===== src/rtl/rtc_seconds_pkg.sv =====
package rtc_seconds_pkg;
    localparam int unsigned ADDR_W = 12;
    localparam int unsigned DATA_W = 32;
    localparam int unsigned WIDX_W = ADDR_W - 2;

    localparam logic [WIDX_W-1:0] W_SECS   = 10'h000;
    localparam logic [WIDX_W-1:0] W_MATCH  = 10'h001;
    localparam logic [WIDX_W-1:0] W_LOAD   = 10'h002;
    localparam logic [WIDX_W-1:0] W_CTRL   = 10'h003;
    localparam logic [WIDX_W-1:0] W_MASK   = 10'h004;
    localparam logic [WIDX_W-1:0] W_RAW    = 10'h005;
    localparam logic [WIDX_W-1:0] W_MIS    = 10'h006;
    localparam logic [WIDX_W-1:0] W_CLR    = 10'h007;
    localparam logic [WIDX_W-1:0] W_ID_LO  = 10'h3F8;

    typedef struct packed {
        logic [DATA_W-1:0] match;
        logic [DATA_W-1:0] load;
        logic              mask;
        logic              raw;
    } rtc_regs_t;
endpackage


===== src/rtl/rtc_tick_gen.sv =====
module rtc_tick_gen #(
    parameter int unsigned CLK_HZ = 100_000_000
) (
    input  logic clk,
    input  logic rst_n,
    output logic tick_o
);
    localparam int unsigned CNT_W = (CLK_HZ > 1) ? $clog2(CLK_HZ) : 1;
    localparam logic [CNT_W-1:0] LAST = CNT_W'(CLK_HZ - 1);

    logic [CNT_W-1:0] cnt_d, cnt_q;

    generate
        if (CLK_HZ > 1) begin : g_div
            always_comb begin
                tick_o = (cnt_q == LAST);
                cnt_d  = tick_o ? '0 : cnt_q + 1'b1;
            end
        end else begin : g_pass
            always_comb begin
                tick_o = 1'b1;
                cnt_d  = '0;
            end
        end
    endgenerate

    always_ff @(posedge clk) begin
        if (!rst_n) cnt_q <= '0;
        else        cnt_q <= cnt_d;
    end

    generate
        if (CLK_HZ > 1) begin : g_chk
            // ticks are isolated single-cycle pulses
            p_tick_gap_r2: assert property (@(posedge clk) disable iff (!rst_n)
                tick_o |=> !tick_o);
        end
    endgenerate
endmodule


===== src/rtl/rtc_sec_counter.sv =====
module rtc_sec_counter #(
    parameter int unsigned W = 32
) (
    input  logic         clk,
    input  logic         rst_n,
    input  logic         tick_i,
    input  logic         load_i,
    input  logic [W-1:0] load_val_i,
    output logic [W-1:0] count_o,
    output logic [W-1:0] next_o,
    output logic         upd_o
);
    logic [W-1:0] count_d, count_q;

    always_comb begin
        count_d = count_q;
        if (load_i)      count_d = load_val_i;
        else if (tick_i) count_d = count_q + 1'b1;
        upd_o  = load_i | tick_i;
        next_o = count_d;
    end

    always_ff @(posedge clk) begin
        if (!rst_n) count_q <= '0;
        else        count_q <= count_d;
    end

    assign count_o = count_q;

    // a load lands exactly, even with a tick in the same cycle
    p_load_prio_r3: assert property (@(posedge clk) disable iff (!rst_n)
        load_i |=> count_o == $past(load_val_i));
    // a plain tick adds one, wrapping at the top
    p_tick_inc_r2: assert property (@(posedge clk) disable iff (!rst_n)
        (tick_i && !load_i) |=> count_o == $past(count_o) + 1'b1);
    // without tick or load the count holds
    p_hold_r9: assert property (@(posedge clk) disable iff (!rst_n)
        (!tick_i && !load_i) |=> $stable(count_o));
endmodule


===== src/rtl/rtc_id_rom.sv =====
module rtc_id_rom (
    input  logic [2:0] idx_i,
    output logic [7:0] byte_o
);
    always_comb begin
        case (idx_i)
            3'd0:    byte_o = 8'h31;
            3'd1:    byte_o = 8'h10;
            3'd2:    byte_o = 8'h14;
            3'd3:    byte_o = 8'h00;
            3'd4:    byte_o = 8'h0D;
            3'd5:    byte_o = 8'hF0;
            3'd6:    byte_o = 8'h05;
            default: byte_o = 8'hB1;
        endcase
    end
endmodule


===== src/rtl/rtc_seconds.sv =====
module rtc_seconds
    import rtc_seconds_pkg::*;
#(
    parameter int unsigned CLK_HZ = 100_000_000
) (
    input  logic              clk,
    input  logic              rst_n,
    input  logic              psel,
    input  logic              penable,
    input  logic              pwrite,
    input  logic [ADDR_W-1:0] paddr,
    input  logic [DATA_W-1:0] pwdata,
    output logic [DATA_W-1:0] prdata,
    output logic              pready,
    output logic              pslverr,
    output logic              irq_o
);
    rtc_regs_t st_d, st_q;

    logic [WIDX_W-1:0] widx;
    logic              aligned;
    logic              wr_en;
    logic              tick;
    logic              load_en;
    logic              cnt_upd;
    logic              hit_set;
    logic              clr_en;
    logic [DATA_W-1:0] cnt_q;
    logic [DATA_W-1:0] cnt_next;
    logic [7:0]        id_byte;

    assign widx    = paddr[ADDR_W-1:2];
    assign aligned = (paddr[1:0] == 2'b00);
    assign wr_en   = psel & penable & pwrite & aligned;
    assign load_en = wr_en & (widx == W_LOAD);
    assign clr_en  = wr_en & (widx == W_CLR);

    rtc_tick_gen #(.CLK_HZ(CLK_HZ)) u_tick (
        .clk    (clk),
        .rst_n  (rst_n),
        .tick_o (tick)
    );

    rtc_sec_counter #(.W(DATA_W)) u_cnt (
        .clk        (clk),
        .rst_n      (rst_n),
        .tick_i     (tick),
        .load_i     (load_en),
        .load_val_i (pwdata),
        .count_o    (cnt_q),
        .next_o     (cnt_next),
        .upd_o      (cnt_upd)
    );

    rtc_id_rom u_id (
        .idx_i  (paddr[4:2]),
        .byte_o (id_byte)
    );

    always_comb begin
        st_d    = st_q;
        hit_set = cnt_upd && (cnt_next == st_q.match);
        if (wr_en) begin
            case (widx)
                W_MATCH: st_d.match = pwdata;
                W_LOAD:  st_d.load  = pwdata;
                W_MASK:  st_d.mask  = pwdata[0];
                default: ;
            endcase
        end
        if (hit_set)     st_d.raw = 1'b1;
        else if (clr_en) st_d.raw = 1'b0;
    end

    always_ff @(posedge clk) begin
        if (!rst_n) st_q <= '0;
        else        st_q <= st_d;
    end

    always_comb begin
        prdata = '0;
        if (aligned) begin
            if (widx >= W_ID_LO) begin
                prdata = {{(DATA_W-8){1'b0}}, id_byte};
            end else begin
                case (widx)
                    W_SECS:  prdata = cnt_q;
                    W_MATCH: prdata = st_q.match;
                    W_LOAD:  prdata = st_q.load;
                    W_CTRL:  prdata = {{(DATA_W-1){1'b0}}, 1'b1};
                    W_MASK:  prdata = {{(DATA_W-1){1'b0}}, st_q.mask};
                    W_RAW:   prdata = {{(DATA_W-1){1'b0}}, st_q.raw};
                    W_MIS:   prdata = {{(DATA_W-1){1'b0}}, st_q.raw & st_q.mask};
                    default: prdata = '0;
                endcase
            end
        end
    end

    assign irq_o   = st_q.raw & st_q.mask;
    assign pready  = 1'b1;
    assign pslverr = 1'b0;

    // a counter update that lands on the match value raises the status
    p_match_set_r8: assert property (@(posedge clk) disable iff (!rst_n)
        (cnt_upd && cnt_next == st_q.match) |=> st_q.raw);
    // a clear without a coinciding match drops the status
    p_clear_r6: assert property (@(posedge clk) disable iff (!rst_n)
        (clr_en && !(cnt_upd && cnt_next == st_q.match)) |=> !st_q.raw);
    // the mask captures bit 0 of its write
    p_mask_bit_r5: assert property (@(posedge clk) disable iff (!rst_n)
        (wr_en && widx == W_MASK) |=> st_q.mask == $past(pwdata[0]));
    // the match value changes only through its own write
    p_match_hold_r4: assert property (@(posedge clk) disable iff (!rst_n)
        !(wr_en && widx == W_MATCH) |=> $stable(st_q.match));
endmodule


===== config.mk =====
export PLATFORM = sky130hd
export DESIGN_NAME = rtc_seconds
export DESIGN_NICKNAME = d
export VERILOG_FILES = /design/src/rtl/rtc_seconds_pkg.sv /design/src/rtl/rtc_tick_gen.sv /design/src/rtl/rtc_sec_counter.sv /design/src/rtl/rtc_id_rom.sv /design/src/rtl/rtc_seconds.sv
export SDC_FILE = /design/constraint.sdc
export NUM_CORES = 1
export LEC_CHECK = 0
export ABC_CLOCK_PERIOD_IN_PS = 4900
export BUFFER_PORTS_ARGS = -buffer_cell sky130_fd_sc_hd__buf_2
export CAP_MARGIN = 20
export CORE_ASPECT_RATIO = 1.5
export CORE_MARGIN = 1
export CORE_UTILIZATION = 50
export DETAILED_ROUTE_END_ITERATION = 8
export PLACE_DENSITY = 0.7
export SLEW_MARGIN = 30
export SYNTH_ARGS = -nofsm -noshare
export SYNTH_HDL_FRONTEND = slang
export SYNTH_HIERARCHICAL = 1
export SYNTH_SLANG_ARGS = --single-unit

===== constraint.sdc =====
create_clock -name clk -period 4.9 [get_ports clk]
set_input_delay 1.47 -clock clk [delete_from_list [all_inputs] [get_ports clk]]
set_output_delay 1.47 -clock clk [all_outputs]
set_load 0.02 [all_outputs]

# Yosys cells after proc, flatten, opt, wreduce, memory -nomap -nowiden
# Index checks and enable logic that the tools add are counted.
# Widths: inputs -> output; s select.
[word_totals] ff_bits=125 out_inout_bits=35 input_bits=49 word_cells=49
[op_classes] n_addsub=2 n_reduce_logical=9 order_cmp=1 bitwise=8 eq_ne=15 mux=8
[ops] op="$pmux 32 s7" n=1
[ops] op="$mux 32" n=4
[ops] op="$pmux 8 s7" n=1
[ops] op="$eq 10x3->1 const B" n=4
[ops] op="$add 32x1->32 const B" n=1
[ops] op="$eq 32x32->1" n=1
[ops] op="$add 27x1->27 const B" n=1
[ops] op="$eq 27x27->1 const B" n=1
[ops] op="$eq 10x2->1 const B" n=2
[ops] op="$eq 10x1->1 const B" n=1
[ops] op="$ge 10x10->1 const B" n=1
[ops] op="$logic_not 10->1" n=1
[ops] op="$eq 3x3->1 const B" n=3
[ops] op="$and 1x1->1" n=6
[ops] op="$eq 3x2->1 const B" n=2
[ops] op="$reduce_and 2->1" n=3
[ops] op="$eq 3x1->1 const B" n=1
[ops] op="$logic_not 3->1" n=1
[ops] op="$logic_not 2->1" n=1
[ops] op="$mux 1" n=2
[ops] op="$reduce_bool 2->1" n=1
[ops] op="$reduce_or 2->1" n=1
[ops] op="$logic_and 1x1->1" n=1
[ops] op="$not 1->1" n=1
[ops] op="$or 1x1->1" n=1

# Longest topological paths before layout
[logic_depth] ltp_word=8 ltp_mapped=15 depth_no_buf=13

# Modules after synthesis
# The synthesis kept the hierarchy.
[modules_own_cells] mod="rtc_seconds" instances=1 seq_area_each_um2=1321.3 area_per_inst_um2=3906.2 cells_each=449
[modules_own_cells] mod="rtc_sec_counter" instances=1 seq_area_each_um2=640.6 area_per_inst_um2=2113.3 cells_each=265
[modules_own_cells] mod="rtc_tick_gen" instances=1 seq_area_each_um2=540.5 area_per_inst_um2=1355.0 cells_each=154
[modules_own_cells] mod="rtc_id_rom" instances=1 seq_area_each_um2=0.0 area_per_inst_um2=71.3 cells_each=14

# Least setup slack after synthesis
# No wires, ideal clock.
[synth_timing] kind="in2reg" start="in paddr[8]" end="reg st_q[0] (netlist name)" setup_time_ps=74 t_required_ps=4826 slack_ps=331 n_path_buf=3 cell_stages=13 arrival_time_ps=4495 cell_sequence="nor4_1 nand2_1 buf_6 nor4_1 clkbuf_1 buf_1 a211oi_1 nor3_1 xor2_1 nor4_1 nand4_1 or4_1 o21ai_0"
[synth_between] elab_chain_cells=6 word_cells_on_any_way=10 cone_classes="3 x eq/ne; 2 x mux; 3 x bitwise; 2 x reduce/logical"
[synth_lines] item="start, declared" line="rtc_seconds.sv:11" source="input logic [ADDR_W-1:0] paddr,"
[synth_lines] item="$eq 10x2->1 *" line="rtc_seconds.sv:35" source="assign load_en = wr_en & (widx == W_LOAD);"
[synth_lines] item="$and 1x1->1 *" line="rtc_seconds.sv:35"
[synth_lines] item="net load_en" line="rtc_seconds.sv:24" source="logic load_en;"
[synth_lines] item="$mux 32 *" line="rtc_sec_counter.sv:17" source="if (load_i) count_d = load_val_i;"
[synth_lines] item="net cnt_next[12]" line="rtc_seconds.sv:29" source="logic [DATA_W-1:0] cnt_next;"
[synth_lines] item="$eq 32x32->1 *" line="rtc_seconds.sv:62" source="hit_set = cnt_upd && (cnt_next == st_q.match);"
[synth_lines] item="$logic_and 1x1->1 *" line="rtc_seconds.sv:62"
[synth_lines] item="$mux 1 or $reduce_bool 2->1 (tied branches)"
[synth_lines] item="end signal, assigned" line="rtc_seconds.sv:77" source="else st_q <= st_d;"
[synth_lines] item="end, declared" line="rtc_seconds.sv:18" source="rtc_regs_t st_d, st_q;"
# The timed path passes the listed nets; every way through them passes the cells marked *.
# A chain may end at the register's enable or synchronous reset.

# Worst setup path after layout
[layout_timing] start="in paddr[8]" end="out prdata[20]"
[layout_between] elab_chain_cells=4 word_cells_on_any_way=11 cone_classes="1 x order compare; 6 x eq/ne; 3 x mux; 1 x reduce/logical"
[layout_lines] item="branches (longest 2 deep; another with $ge 10x10->1)"
[layout_lines] item="$mux 32 *" line="rtc_seconds.sv:83" source="if (widx >= W_ID_LO) begin"
[layout_lines] item="$mux 32 *" line="rtc_seconds.sv:82" source="if (aligned) begin"
[layout_lines] item="end, declared" line="rtc_seconds.sv:13" source="output logic [DATA_W-1:0] prdata,"
# Mark *: on every way between the ends.

==> impl_results.md <==
* Status: finished, final reports clean
* Worst relative slew slack at 39.0%
* Post-synthesis cell count at 882
* Hpwl dp at 14100 um
* Clk root buf: clkbuf_16
* Syn_nets at 933
* Critical path data required time at 3430 ps
* Flops & latches, synth at 125
* R2R Path End: st_q[0]
* Synth top area cells: dfxtp_1, mux2i_1, nand2_1, mux2_2, xor2_1
* Most instantiated cells after synthesis: dfxtp_1, nand2_1, nor2_1, mux2i_1, nor2b_1
* Cell Int Power at 1.90 mW
* M1 GR Usage at 28.8%
* GRT met3 Usage at 4.72%
* R2R Setup Slk at 360 ps
* Num ports at 84
* Placed Area at 8030 um2
* Largest net degree at the start of global routing at 45
* Max clock buf depth at 2
* Max H-tree Level at 4
* Ys Warns at 6
* Top_reg_cell synth: dfxtp_1
* DP Worst Slack at 217 ps
* Hold Vio Cnt, Final at 0
* CP Class: in -> out
* Vias per cell at 5.83
* Sequential fraction of design power at 42.0%
* Post-layout util at 59.6%
* Max-cap violations at 0
* Die Area at 15400 um2
* TritonCTS clock tree: yes
* Area growth syn-to-layout at 16.2%
* Worst r2r src: u_tick/cnt_q[0]
* Setup bufs post-CTS at 0
* Fin worst setup slack at 283 ps
* Clock-pin slew on the worst setup and hold paths at 60 ps
* Setup crit end kind: output port
* Die height at 151 um
* Nets at 999
* Most frequent cell after synthesis: dfxtp_1
* Netlist cell types at 67
* Tot GR Track Use at 27.0%
* Routed len/inst at 17.5 um
* Num CTS Buffers at 17
* Yosys top cell area share at 33.6%
* EDFF count, synth at 0
* Vias in the first global route at 6388
* Area leader, netlist: dfxtp_1
* Slew Viols, Final at 0
* Peak Freq at 0.217 GHz
* Starting Density at 51.3%
* Total chip power at 2.44 mW
* Core area at 14500 um2
* Post-route cell area at 8660 um2
* Remaining DRCs at 0
* Setup TNS at 0 ps
* Crit path to: prdata[20]
* Clock sink total at 125
* Async set-or-reset flop fraction in the synthesized netlist at 0%
* Sequential share of the synthesized area at 33.6%
* Die Wd at 102 um
* Worst EP arrival at 3150 ps
* Hold Crit Class: reg -> reg
* Cell Area, Synth at 7450 um2
* Post-CTS Hold Buffers at 0
* Routed WL at 20200 um
* Combinational power share at 4.5%
* ANT nets after route at 0
* Mean Syn Cell Area at 8.44 um2
* Cell Rows at 54
* 1st-iter DRT viols at 383
* Cell Pwr Density at 282 nW/um2
* GR Util met2 at 50.8%
* Final Critical Period at 4620 ps
* GRT Max-Usage Layer: met2
* Buffers on Ports at 81
* Startpoint types: input port
* NetSw at 0.546 mW
* Overflow after GRT at 0
* Least-Margin Pin Slew at 909 ps
* Maximum vdd drop at 0.000209 V
* CP startpoint: paddr[8]
* Cells on worst reg2reg path at 13
* First-pass GRT wire length at 32000 um
* Clk_lat worst skew at 410 ps
* Clock Power Share at 53.5%
* Switching Share at 22.4%
* Vias at 6744
* DRT Pass-1 Iters at 5
* Ant. Diodes at 0
* Leakage at 3.17 nW
* Final period util at 94.2%
* RD Place Congestion at 0.849
* Max Clock Skew at 8.74 ps
* Antenna violations before repair at 0
* RSZ-0062 raised after global routing: no
* Share of cells above drive strength 1 at 19.8%
* Setup violators final at 0
* CP max FO at 24
power by group through the flow:
stage / clock [mW] / sequential, mW / combinational, mW
after global routing: 1.38 / 1.02 / 0.119
after floorplan: 0 / 1.05 / 0.0590
after global placement: 0 / 1.05 / 0.109
after CTS: 1.32 / 1.02 / 0.110
after detailed placement: 0 / 1.05 / 0.109
final: 1.31 / 1.02 / 0.110
how the worst min path moves through the flow:
| stage | cells past startpoint | end | slack [ps] | start |
|---|---|---|---|---|
| 6_report | 2 | st_q[22] | 450 | st_q[22] |
| 3_3_place_gp | 2 | st_q[8] | 440 | st_q[8] |
| 3_5_place_dp | 2 | st_q[19] | 440 | st_q[19] |
| 2_1_floorplan | 1 | u_tick/cnt_q[0] | 430 | u_tick/cnt_q[0] |
| 4_1_cts | 2 | st_q[30] | 450 | st_q[30] |
| 5_1_grt | 2 | st_q[31] | 470 | st_q[31] |
metal layers:
metal | vias up | part of all wire [%]
met1 | 3225 | 39
met3 | 42 | 3.4
li1 | 3313 | -
met4 | 0 | 2.7
met2 | 164 | 55
met5 | - | 0
cell families after synthesis:
family	synth area share, %
flops	33.6
simple gates	27.9
mux	10.5
xor+xnor	6.59
other cells	0.151
fa+ha+maj	0.336
compound gates	16.2
buf+inv	4.69
sequential cells by signal, summed over array words and instances, names as in the netlist:
signal	count
u_tick/cnt_q	27
u_cnt/count_o	32
st_q	66
cell type report:
cell class                      count  area, um2
Tap cell                          196        245
Clock inverter                     12        161
Sequential cell                   125       2500
Multi-Input combinational cell    690       4620
Timing Repair Buffer              104        628
Clock buffer                       20        457
Fill cell                        1338       5870
Inverter                           10       37.5
through the flow:
stage	instances	hold slack, ps
after floorplan	882	426
after CTS	1157	450
after detailed placement	1125	443
final	1157	449
after global placement	1125	436
after global routing	1157	468
cells in the final DEF, fill, tap and decap left out, drive strengths merged, types with 22 or more instances in the layout:
cell type    n
dfxtp      125
nor4        22
mux2i       48
nand2      113
mux2        27
nand4       23
nand3       22
nor2        72
a22oi       27
xnor2       22
buf        104
nor2b       42
a21boi      36
a21oi       28
o21ai       24
xor2        34
critical path: stages:
cell     delay [ps]
buf_2           100
nor4_1          260
nand2_1         220
buf_4           220
nor3_2          190
buf_12          220
a22oi_1         160
nor2_1          110
buf_2           170
what timing repair did:
item,CTS,global route
setup endpoints to repair,0,1
endpoints found under the hold margin,0,0
resized for setup,0,1
No activity file was read; power rests on OpenSTA's default activity.
